[src/rtl/cap_ddr_pkg.sv]
`timescale 1ns/1ps
// Package: field widths and word packing shared by the sequencer and packer.
// Assumes an even word width, so that every lane carries exactly one bit pair.
package cap_ddr_pkg;
    localparam int ID_W   = 2;
    localparam int EXP_W  = 2;
    localparam int MANT_W = 6;
    localparam int TDC_W  = 6;
    localparam int WORD_W = ID_W + EXP_W + MANT_W + TDC_W;
    localparam int LANES  = WORD_W / 2;

    typedef logic [ID_W-1:0]   phase_t;
    typedef logic [WORD_W-1:0] word_t;

    // Place the fields so that lane i receives word bits 2i and 2i+1.
    function automatic word_t pack_word(input phase_t id,
                                        input logic [EXP_W-1:0] ex,
                                        input logic [MANT_W-1:0] ma,
                                        input logic [TDC_W-1:0] td);
        return {td, ma, ex, id};
    endfunction
endpackage

[src/rtl/cap_phase_ring.sv]
`timescale 1ns/1ps
// Module: cap_phase_ring
// Keeps the capture-phase counter that rotates through all 2**ID_W phases.
// Power-up reset and a realign request both force the top phase (all ones).
// Assumes the realign request is already qualified by the mode logic.
module cap_phase_ring #(
    parameter int ID_W = 2
) (
    input  logic            clk,
    input  logic            rst_n,
    input  logic            realign,
    output logic [ID_W-1:0] phase_o
);
    localparam logic [ID_W-1:0] TOP_PHASE = {ID_W{1'b1}};
    localparam logic [ID_W-1:0] STEP      = {{(ID_W-1){1'b0}}, 1'b1};

    logic [ID_W-1:0] phase_q;

    // Step the phase once per clock, or park it on the top phase.
    always_ff @(posedge clk) begin
        if (!rst_n) begin
            phase_q <= TOP_PHASE;
        end else if (realign) begin
            phase_q <= TOP_PHASE;
        end else begin
            phase_q <= phase_q + STEP;
        end
    end

    assign phase_o = phase_q;
endmodule

[src/rtl/cap_reset_ctrl.sv]
`timescale 1ns/1ps
// Module: cap_reset_ctrl
// Decodes the external reset input according to the mode input.
// Normal mode: a level-sensitive realign request for the phase ring.
// Inject mode: edge detection that gives one-cycle negative and positive
// injection requests. Assumes ext_reset is already synchronous to clk.
module cap_reset_ctrl (
    input  logic clk,
    input  logic rst_n,
    input  logic ext_reset,
    input  logic inject_mode,
    output logic realign_o,
    output logic inj_neg_o,
    output logic inj_pos_o
);
    logic ext_prev_q;
    logic neg_q;
    logic pos_q;
    logic rise_w;
    logic fall_w;

    // Find the edges by comparing with the level seen at the previous edge.
    always_comb begin
        rise_w = ext_reset & ~ext_prev_q;
        fall_w = ~ext_reset & ext_prev_q;
    end

    // Keep the previous level; it is tracked in both modes.
    always_ff @(posedge clk) begin
        if (!rst_n) begin
            ext_prev_q <= 1'b0;
        end else begin
            ext_prev_q <= ext_reset;
        end
    end

    // Register the injection requests; each one lasts a single cycle.
    always_ff @(posedge clk) begin
        if (!rst_n) begin
            neg_q <= 1'b0;
            pos_q <= 1'b0;
        end else begin
            neg_q <= inject_mode & rise_w;
            pos_q <= inject_mode & fall_w;
        end
    end

    assign realign_o = ext_reset & ~inject_mode;
    assign inj_neg_o = neg_q;
    assign inj_pos_o = pos_q;
endmodule

[src/rtl/cap_latency_pipe.sv]
`timescale 1ns/1ps
// Module: cap_latency_pipe
// A plain shift pipeline of DEPTH registers that carries the tagged words.
// Assumes DEPTH >= 1. Every stage clears to zero on reset.
module cap_latency_pipe #(
    parameter int W     = 16,
    parameter int DEPTH = 3
) (
    input  logic         clk,
    input  logic         rst_n,
    input  logic [W-1:0] din,
    output logic [W-1:0] dout
);
    logic [W-1:0] stg_q [DEPTH];

    for (genvar g = 0; g < DEPTH; g++) begin : g_stage
        if (g == 0) begin : g_head
            // Capture the word presented this cycle.
            always_ff @(posedge clk) begin
                if (!rst_n) stg_q[g] <= '0;
                else        stg_q[g] <= din;
            end
        end else begin : g_body
            // Pass the word on by one cycle.
            always_ff @(posedge clk) begin
                if (!rst_n) stg_q[g] <= '0;
                else        stg_q[g] <= stg_q[g-1];
            end
        end
    end

    assign dout = stg_q[DEPTH-1];
endmodule

[src/rtl/cap_ddr_lanes.sv]
`timescale 1ns/1ps
// Module: cap_ddr_lanes
// Splits a word into even-bit and odd-bit half-words, registers both on the
// rising edge, and selects between them by clock level. The even half is
// driven while clk is high and the odd half while clk is low. Assumes a clock
// with a duty cycle near 50%.
module cap_ddr_lanes #(
    parameter int LANES = 8
) (
    input  logic               clk,
    input  logic               rst_n,
    input  logic [2*LANES-1:0] word_i,
    output logic [LANES-1:0]   lanes_o
);
    logic [LANES-1:0] even_d;
    logic [LANES-1:0] odd_d;
    logic [LANES-1:0] even_q;
    logic [LANES-1:0] odd_q;

    for (genvar i = 0; i < LANES; i++) begin : g_split
        assign even_d[i] = word_i[2*i];
        assign odd_d[i]  = word_i[2*i+1];
    end

    // Hold both halves of the word for the whole clock period.
    always_ff @(posedge clk) begin
        if (!rst_n) begin
            even_q <= '0;
            odd_q  <= '0;
        end else begin
            even_q <= even_d;
            odd_q  <= odd_d;
        end
    end

    // Select the half that belongs to the current clock half.
    always_comb begin
        lanes_o = clk ? even_q : odd_q;
    end
endmodule

[src/rtl/capid_ddr_packer.sv]
`timescale 1ns/1ps
// Module: capid_ddr_packer (top)
// Rotates the capture-phase ID and decodes the two-mode reset input. Each
// sample is tagged with the phase integrating when it was presented. The
// tagged word is delayed so that it reaches the double-rate lanes LATENCY
// cycles later. Assumes LATENCY >= 2: one register lives in the lane stage.
module capid_ddr_packer
    import cap_ddr_pkg::*;
#(
    parameter int LATENCY = 4
) (
    input  logic              clk,
    input  logic              rst_n,
    input  logic              ext_reset,
    input  logic              inject_mode,
    input  logic [MANT_W-1:0] mant_in,
    input  logic [EXP_W-1:0]  exp_in,
    input  logic [TDC_W-1:0]  tdc_in,
    output logic [ID_W-1:0]   phase_id,
    output logic              inj_neg_pulse,
    output logic              inj_pos_pulse,
    output logic [LANES-1:0]  lanes
);
    localparam int PIPE_DEPTH = LATENCY - 1;

    logic   realign_w;
    phase_t phase_w;
    word_t  tagged_w;
    word_t  delayed_w;

    cap_reset_ctrl u_rst_ctrl (
        .clk         (clk),
        .rst_n       (rst_n),
        .ext_reset   (ext_reset),
        .inject_mode (inject_mode),
        .realign_o   (realign_w),
        .inj_neg_o   (inj_neg_pulse),
        .inj_pos_o   (inj_pos_pulse)
    );

    cap_phase_ring #(.ID_W(ID_W)) u_ring (
        .clk     (clk),
        .rst_n   (rst_n),
        .realign (realign_w),
        .phase_o (phase_w)
    );

    // Tag the incoming sample with the phase now integrating.
    always_comb begin
        tagged_w = pack_word(phase_w, exp_in, mant_in, tdc_in);
    end

    cap_latency_pipe #(.W(WORD_W), .DEPTH(PIPE_DEPTH)) u_pipe (
        .clk   (clk),
        .rst_n (rst_n),
        .din   (tagged_w),
        .dout  (delayed_w)
    );

    cap_ddr_lanes #(.LANES(LANES)) u_lanes (
        .clk     (clk),
        .rst_n   (rst_n),
        .word_i  (delayed_w),
        .lanes_o (lanes)
    );

    assign phase_id = phase_w;
endmodule

[config.mk]
export PLATFORM = sky130hd
export DESIGN_NAME = capid_ddr_packer
export DESIGN_NICKNAME = d
export VERILOG_FILES = /design/src/rtl/cap_ddr_pkg.sv /design/src/rtl/cap_phase_ring.sv /design/src/rtl/cap_reset_ctrl.sv /design/src/rtl/cap_latency_pipe.sv /design/src/rtl/cap_ddr_lanes.sv /design/src/rtl/capid_ddr_packer.sv
export SDC_FILE = /design/constraint.sdc
export NUM_CORES = 1
export LEC_CHECK = 0
export ABC_AREA = 1
export BUFFER_PORTS_ARGS = -buffer_cell sky130_fd_sc_hd__buf_4
export CAP_MARGIN = 20
export CORE_ASPECT_RATIO = 0.7
export CORE_MARGIN = 5
export CORE_UTILIZATION = 54
export CTS_CLUSTER_SIZE = 30
export DETAILED_ROUTE_END_ITERATION = 10
export PLACE_DENSITY = 0.73
export SKIP_CTS_REPAIR_TIMING = 1
export SYNTH_ARGS = -nofsm -noshare
export SYNTH_HDL_FRONTEND = slang
export SYNTH_SLANG_ARGS = --single-unit
[constraint.sdc]
create_clock -name clk -period 0.9 [get_ports clk]
set_input_delay 0.27 -clock clk [delete_from_list [all_inputs] [get_ports clk]]
set_output_delay 0.27 -clock clk [all_outputs]
set_load 0.02 [all_outputs]
==> metrics.txt <==
WP buf/inv 4; syn nets 262; P_leak 1.70 nW; Rel. slew slack 0.864; element type at the critical path end output pin; I/O pin total 30; Hold Path Stages 2; status complete, but fails checks; Setup Skew 0.00411 ns; Sequential Power Share 0.414; Worst Min Path Start ext_reset; CP Launch Type clock port; number of global-route vias before repair 1265; DRC viols 0; RSZ-0062 raised after global routing true; Setup WS post-layout -0.486 ns; Final #Nets 308; largest net degree at the start of global routing 30; core area 0.00360 mm2; WP data arrival 1.12 ns; Total Routing Usage GR 0.137; area leader, netlist dfxtp_1; critical path class clock port to output pin; most frequent cells in the layout 73 x inv_1, 73 x nand2_1, 55 x dfxtp_1; Netlist Area Pre-Place 0.00207 mm2; Die X-Extent 84.0 um; Area contributors post-synth dfxtp_1 67%, nand2_1 14%, inv_1 14%, o21ai_0 1.9%, buf_4 1.4%; Req. time, crit path 0.63 ns; Final GP Congestion 0.723; Worst VDD drop 0.00168 V; Initial Util 0.575; worst hold path type input port to flop; drt total wl 3070 um; Area Growth Syn to Fin 37.7%; final count of negative-setup-slack endpoints 28; final hold violation count 0; gate count of the mapped netlist 244; post-DR vias/cell 3.98; Worst path max stage delay 0.16 ns; Seq/Total Area, Yosys 0.667; R2R cell count 5; Min-Delay Endpoint u_rst_ctrl.inj_pos_o$_SDFF_PN0_; Max Cap Viol 0; CP dominant cell by count buf_8; Cell Pwr Density 2720 mW/mm2; die area 0.00520 mm2; Comb pwr share 0.036; Reg-to-Reg End u_ring.phase_o[1]$_SDFF_PP1_; cell family with most CP delay buffers and inverters; Crit Reg-Reg Startpoint u_ring.phase_o[1]$_SDFF_PP1_; Synth cell types 9; first-pass GRT wire length 4950 um; Port-buffer cells 29; Setup Slack @ Placement -0.0749 ns; post-route ant nets 0; Post-Syn Area per Cell 8.49 um2; switching power 1.85 mW; Internal 5.91 mW; #FFs+latches synth 69; TritonRoute pass-1 iters 4; Vias 1373; post-synth top area share 0.667; clock-pin slew on the worst setup and hold paths 0.06 ns; initial antenna violation count 0; R2R Setup Slk 0.07 ns; drt wl/cell 8.90 um; Slowest-stage cell, CP o21ai_4; row count 18; diode count 0; final-report max-slew violation count 0; Crit path depth 5; yosys warns 0; Least-Margin Pin Slew 0.205 ns; Clock Power Share 0.549; share of layout cells above drive strength 1 0.302; Die H 61.8 um; Fill cells 226; worst skew pair latency 0.43 ns; CP Max Fanout 4; gr ovfl total 0; total power 7.75 mW; CTS tree done; sw frac 0.238; violated checks negative setup slack; CP Cell Sequence buf_8 > buf_8 > clkbuf_16 > o21ai_4 > buf_6; drt initial violations 36; hpwl dp 1720 um
## cell type report
type	count	area (um2)	area share
Sequential cell	69	1400	0.491
Clock buffer	31	428	0.150
Multi-Input combinational cell	90	412	0.144
Inverter	77	289	0.101
Timing Repair Buffer	26	248	0.0868
Tap cell	50	62.6	0.0219
Clock inverter	2	13.8	0.00482
## sequential cells by signal (all words and copies together) (netlist names)
signal,flops
u_rst_ctrl.ext_prev_q,1
u_ring.phase_o,2
u_pipe.stg_q,48
u_lanes.even_q,8
u_rst_ctrl.inj_neg_o,1
u_rst_ctrl.inj_pos_o,1
u_lanes.odd_q,8
## synthesized netlist by cell type, drive strengths merged
cell type  instances
o21ai              8
nor3               2
inv               77
buf                8
nand2             79
dfxtp             69
a21oi              1
## metal layers
metal  vias up  part of all wire  track usage
met3        14             0.083        0.103
li1        757                 -            -
met5         -                 0            0
met2        53              0.45        0.180
met4         0             0.042        0.181
met1       549              0.42        0.123
## logic make-up (layout without fill, tap and decap cells)
logic type	after synthesis	in the layout	share of synthesized area
AOI/OAI and AO/OA	9	9	0.0217
buffers and inverters	85	136	0.164
DFF	69	69	0.667
and+or+nand+nor	81	81	0.148
## power groups by stage
stage,Combinational (mW),Sequential (mW),Clock (mW)
global route,0.315,3.22,4.60
detailed placement,0.258,3.27,0.131
global placement,0.252,3.27,0.131
CTS,0.260,3.21,4.21
floorplan,0.135,3.28,0.415
finish,0.281,3.21,4.26
## metrics by stage
step                      utilization  setup TNS [ns]  hold WS (ns)  cells  instance area, um2
after floorplan                     -          -0.794         0.347    244                2140
after global placement          0.669          -0.511         0.392    318                2410
after detailed placement        0.669          -0.512         0.395    318                2410
after CTS                       0.764           -5.36      -0.00710    342                2750
after global routing            0.792           -4.98       0.00709    345                2850
final                           0.792           -4.62        0.0153    345                2850
## how the worst max path moves through the flow
stage          startpoint       end  slack (ns)
6_report              clk  lanes[4]       -0.49
4_1_cts               clk  lanes[4]       -0.56
2_1_floorplan         clk  lanes[4]       -0.12
3_5_place_dp          clk  lanes[4]       -0.07
5_1_grt               clk  lanes[4]       -0.50
3_3_place_gp          clk  lanes[4]       -0.07
Note: power is estimated with default switching activity, not from simulation.
